$ cat config.mk
export PLATFORM = sky130hd
export DESIGN_NAME = gpio_irq_sense
export DESIGN_NICKNAME = d
export VERILOG_FILES = /design/src/rtl/gpio_irq_sense.sv
export SDC_FILE = /design/constraint.sdc
export NUM_CORES = 1
export LEC_CHECK = 0
export ABC_CLOCK_PERIOD_IN_PS = 2300
export BUFFER_PORTS_ARGS = -buffer_cell sky130_fd_sc_hd__buf_2
export CAP_MARGIN = 20
export CELL_PAD_IN_SITES_DETAIL_PLACEMENT = 1
export CELL_PAD_IN_SITES_GLOBAL_PLACEMENT = 2
export CORE_AREA = 5 5 204 206
export CTS_BUF_LIST = sky130_fd_sc_hd__clkbuf_4 sky130_fd_sc_hd__clkbuf_8
export DETAILED_ROUTE_END_ITERATION = 7
export DIE_AREA = 0 0 209 211
export GPL_TIMING_DRIVEN = 0
export PLACE_DENSITY_LB_ADDON = 0.1
export SYNTH_ARGS = -nofsm -noshare
export SYNTH_HDL_FRONTEND = slang
export SYNTH_SLANG_ARGS = --single-unit
$ cat constraint.sdc
create_clock -name clk -period 2.3 [get_ports clk]
set_input_delay 0.115 -clock clk [delete_from_list [all_inputs] [get_ports clk]]
set_output_delay 0.115 -clock clk [all_outputs]
set_load 0.005 [all_outputs]
$ cat src/rtl/gpio_irq_sense.sv
module gpio_irq_sense #(
  parameter int NPINS = 32
) (
  input  logic        clk,
  input  logic        rst,
  input  logic [31:0] pin_in,
  input  logic        bus_wr,
  input  logic [7:0]  bus_addr,
  input  logic [31:0] bus_wdata,
  output logic [31:0] bus_rdata,
  output logic        irq_lo,
  output logic        irq_hi
);
  localparam int HALF = NPINS / 2;
  localparam int NGRP = NPINS / 8;

  logic [NPINS-1:0] pin_q, det_en, unmask, pend, ev, ack, masked;
  logic [3:0]       sense [NPINS];
  logic [31:0]      sense_rd [NGRP];

  wire wr_en  = bus_wr && (bus_addr == 8'h14);
  wire wr_set = bus_wr && (bus_addr == 8'h18);
  wire wr_clr = bus_wr && (bus_addr == 8'h1C);
  wire wr_ack = bus_wr && (bus_addr == 8'h28);

  assign ack    = wr_ack ? bus_wdata : '0;
  assign masked = pend & unmask;
  assign irq_lo = |masked[HALF-1:0];
  assign irq_hi = |masked[NPINS-1:HALF];

  always_comb begin
    for (int i = 0; i < NPINS; i++) begin
      case (sense[i][2:0])
        3'd0:    ev[i] =  pin_in[i] & ~pin_q[i];
        3'd1:    ev[i] = ~pin_in[i] &  pin_q[i];
        3'd2:    ev[i] =  pin_in[i];
        3'd3:    ev[i] = ~pin_in[i];
        3'd4:    ev[i] =  pin_in[i] ^  pin_q[i];
        default: ev[i] = 1'b0;
      endcase
    end
  end

  always_ff @(posedge clk) begin
    if (rst) begin
      pin_q  <= '0;
      det_en <= '0;
      unmask <= '0;
      pend   <= '0;
      for (int i = 0; i < NPINS; i++) sense[i] <= '0;
    end else begin
      pin_q <= pin_in;
      pend  <= (pend & ~ack) | (ev & det_en);
      if (wr_en)  det_en <= bus_wdata;
      if (wr_set) unmask <= unmask | bus_wdata;
      if (wr_clr) unmask <= unmask & ~bus_wdata;
      for (int g = 0; g < NGRP; g++)
        if (bus_wr && bus_addr == 8'(64 + 4 * g))
          for (int j = 0; j < 8; j++) sense[8*g+j] <= bus_wdata[4*j +: 4];
    end
  end

  for (genvar g = 0; g < NGRP; g++) begin : g_rd
    for (genvar j = 0; j < 8; j++) begin : g_fld
      assign sense_rd[g][4*j +: 4] = sense[8*g+j];
    end
  end

  always_comb begin
    bus_rdata = '0;
    case (bus_addr)
      8'h14:          bus_rdata = det_en;
      8'h18, 8'h1C:   bus_rdata = unmask;
      8'h20:          bus_rdata = pend;
      8'h24:          bus_rdata = masked;
      default: begin
        for (int g = 0; g < NGRP; g++)
          if (bus_addr == 8'(64 + 4 * g)) bus_rdata = sense_rd[g];
      end
    endcase
  end
endmodule

==> results by group <==
Routing
  – Wire length on met3: 3080 µm
  – Remaining DRCs: 0
  – Vias: 13200
  – Metal-1 WL: 26300 µm
  – DRT antenna net count: 0
  – Top sig layer: met5
  – Via density: 5.67
  – 1st-pass router iterations: 5
  – Initial DRC count: 837
  – Avg WL per Cell: 26.0 µm
  – Met2 Routed Length: 29100 µm
  – Post-Route WL: 60500 µm

Global route
  – Vias in the first global route: 13900
  – Pin count of the biggest net entering global routing: 21
  – Global-route wire length before repair: 88800 µm
  – GR Util All Layers: 26.7%
  – Initial antenna violation count: 2
  – GR Overflow Total: 0

Pwr
  – Int Power: 8.16 mW
  – Sw frac: 27.7%
  – Share of power burned in registers: 45.7%
  – Comb pwr share: 11.2%
  – PD cells: 652 nW/µm²
  – Leakage: 6.86 nW
  – Clock Power Share: 43.1%
  – Max IR drop VDD: 0.000328 V
  – Switch Pwr: 3.13 mW

Synthesis
  – Synth warnings: 0
  – Top cell type's share of synthesized area: 27.3%
  – Most common cell in the synthesized netlist: inv_1
  – Synth async-reset ratio: 0%
  – Post-Syn Nets: 1667
  – EDFF count, synth: 128
  – Mapped Cells: 1528
  – Netlist Area Pre-Place: 14100 µm²
  – Top cells by area, synth: edfxtp_1 27%, dfxtp_1 18%, ha_1 5.7%
  – Syn avg cell area: 9.23 µm²
  – Register bit count reported by yosys: 256
  – Yosys cell types: 48
  – Sequential cell area fraction in the yosys report: 45.4%
  – Commonest cells in the netlist: 161 x inv_1, 143 x nand2_1, 128 x dfxtp_1, 128 x edfxtp_1, 119 x nor2_1
  – Largest area contributor in the netlist: edfxtp_1
  – Ys flop type: edfxtp_1

Hold path
  – Min-delay worst type: primary input to flop
  – Hold path start: bus_wr
  – Worst hold path endpoint: sense[0][63]
  – Hold depth: 3

Setup path
  – Worst Path Required: 2.18 ns
  – CP max stage delay: 0.58 ns
  – Crit. End Element: primary output
  – Worst r2r src: pin_q[26]
  – WP data arrival: 2.22 ns
  – FF-to-FF End: pend[26]
  – Most frequent CP cell: buf_2
  – R2r setup slk: 0.38 ns
  – Crit-path max FO: 10
  – Slowest CP cell: clkbuf_1
  – Worst R2R Path Depth: 6
  – Critical Path Source Type: primary input
  – Critical path, cell by cell: buf_2 > nor4b_4 > clkbuf_1 > and3_1 > o21ai_0 > a32oi_1 > buf_2
  – WS Path Type: primary input to primary output

Timing
  – Worst-Margin Slew: 0.866 ns
  – Final min period: 2.33 ns
  – Fin. Hold Viols: 0
  – Final setup violation count: 2
  – Final period util: 101%
  – Min Hold Slack: 0.160 ns
  – Final Max Slew Viols: 0
  – Final setup margin: -0.0332 ns
  – Skew final: 0.0262 ns
  – Worst slew margin: 42.3%
  – Max Freq: 0.429 GHz

Die
  – CORE AREA: 39500 µm²
  – I/O pin count: 109
  – Die area: 44100 µm²
  – Cell row count: 73
  – Initial core utilization: 35.7%
  – Die height: 211 µm
  – Die W: 209 µm

Clocking
  – CTS tree: yes
  – CTS sink count: 256
  – TritonCTS Buffers: 50
  – Clock slew at reported path FFs: 0.06 ns
  – Clk_lat worst skew: 0.63 ns
  – H-tree level count: 2
  – Maximum root-to-sink buffer count: 3
  – Root Driver: clkbuf_8

Place
  – Pre-CTS WS: -1.56 ns
  – Final GP Congestion: 0.889
  – IO buf count: 106
  – Placed Area: 15400 µm²
  – Post-DP HPWL: 44300 µm

Finish
  – Synth-to-Final Area Change: 22.7%
  – Final net count: 1898
  – Fillcell total: 4607
  – Finished Core Util: 43.9%
  – Ant. Diodes: 0
  – Design area: 17300 µm²
  – Fraction of layout cells with a size suffix above 1: 15.0%

Outcome
  – Failing checks: setup timing
  – Status: finished, violations left

Flow run
  – Max-cap viol count: 0
-- stage by stage --
stage / setup TNS, ns / cells / power, mW
6_report: -0.0343 / 2326 / 11.3
3_5_place_dp: -131.33 / 2166 / 6.41
4_1_cts: -0.00272 / 2325 / 11.4
2_1_floorplan: 0 / 1528 / 5.76
3_3_place_gp: -289.63 / 2159 / 6.35
5_1_grt: -0.00996 / 2326 / 11.7
-- logic make-up (layout without fill, tap and decap cells) --
group           count (synthesis)  in the layout  synth area share (%)
compound gates                466            466                  24.0
xor+xnor                       32             32                  1.99
fa+ha+maj                      64             64                  5.68
buf+inv                       267            540                  7.38
flops                         256            256                  45.4
mux                            17             17                  1.21
simple gates                  426            426                  14.3
-- worst max-delay path, delay by kind of cell --
family	cells	cell delay, ns
AO/OA/AOI/OAI	2	0.42
AND/OR/NAND/NOR	2	0.80
buffers and inverters	3	0.87
-- cell usage in the layout, fill, tap and decap left out, types with 4 or more instances in the layout --
cell type / netlist / routed
a2111o_1: 7 / 7
a211o_1: 48 / 48
a21o_1: 17 / 16
a21oi_1: 103 / 103
a221oi_1: 8 / 8
a22o_1: 7 / 7
a22oi_1: 32 / 32
a311oi_1: 32 / 32
a32oi_1: 38 / 34
a32oi_2: 0 / 4
and3_1: 29 / 29
buf_1: 8 / 5
buf_2: 19 / 128
buf_4: 0 / 8
clkbuf_1: 76 / 50
clkbuf_2: 0 / 11
clkbuf_4: 0 / 29
clkbuf_8: 0 / 62
clkinv_1: 1 / 8
dfxtp_1: 128 / 128
dlygate4sd3_1: 0 / 64
edfxtp_1: 128 / 128
ha_1: 64 / 64
inv_1: 161 / 161
mux2i_1: 17 / 17
nand2_1: 143 / 142
nand2b_1: 67 / 64
nor2_1: 119 / 118
nor2b_1: 19 / 18
nor3_1: 33 / 33
o2111ai_1: 24 / 24
o211a_1: 24 / 24
o21ai_0: 85 / 85
o21ai_1: 6 / 6
o221ai_1: 7 / 7
o32a_1: 24 / 24
xnor2_1: 32 / 32
-- final cells by class --
type                            count  area, µm²  share of cell area [%]
Clock buffer                       83        998                    5.77
Sequential cell                   256       6410                    37.0
Tap cell                          525        657                    3.80
Buffer                            104        514                    2.97
Inverter                          162        612                    3.54
Timing Repair Buffer              180       1330                    7.71
Clock inverter                     11       45.0                   0.260
Multi-Input combinational cell   1005       6740                    38.9
-- timing repair --
action                                  in CTS  in global routing
gates resized for setup                     42                 28
endpoints found under the hold margin      248                  0
buffers inserted                             2                  0
pin swaps                                    1                  1
endpoints found under the setup margin      96                 26
hold buffers                                64                  0
-- power groups by stage --
stage                     sequential [mW]  clock [mW]  combinational [mW]
after floorplan                      5.18           0               0.576
after global placement               5.25           0                1.10
after detailed placement             5.25           0                1.16
after CTS                            5.15        4.94                1.26
after global routing                 5.17        5.17                1.36
final                                5.15        4.87                1.26
-- per-layer routing --
layer / global-route usage [%] / vias up
li1: - / 5993
met1: 34.0 / 6729
met2: 46.0 / 364
met3: 4.66 / 108
met4: 9.56 / 2
met5: 0 / -
-- worst max path at each step --
stage                               end  slack [ns]   startpoint
after floorplan             sense[1][0]        0.07  bus_addr[4]
after global placement     sense[1][22]       -1.95  bus_addr[1]
after detailed placement   sense[1][44]       -1.56  bus_addr[1]
after CTS                 bus_rdata[19]      -0.003  bus_addr[1]
after global routing      bus_rdata[30]       -0.01  bus_addr[3]
final                     bus_rdata[29]       -0.03  bus_addr[4]
Note: power is estimated with default switching activity, not from simulation.
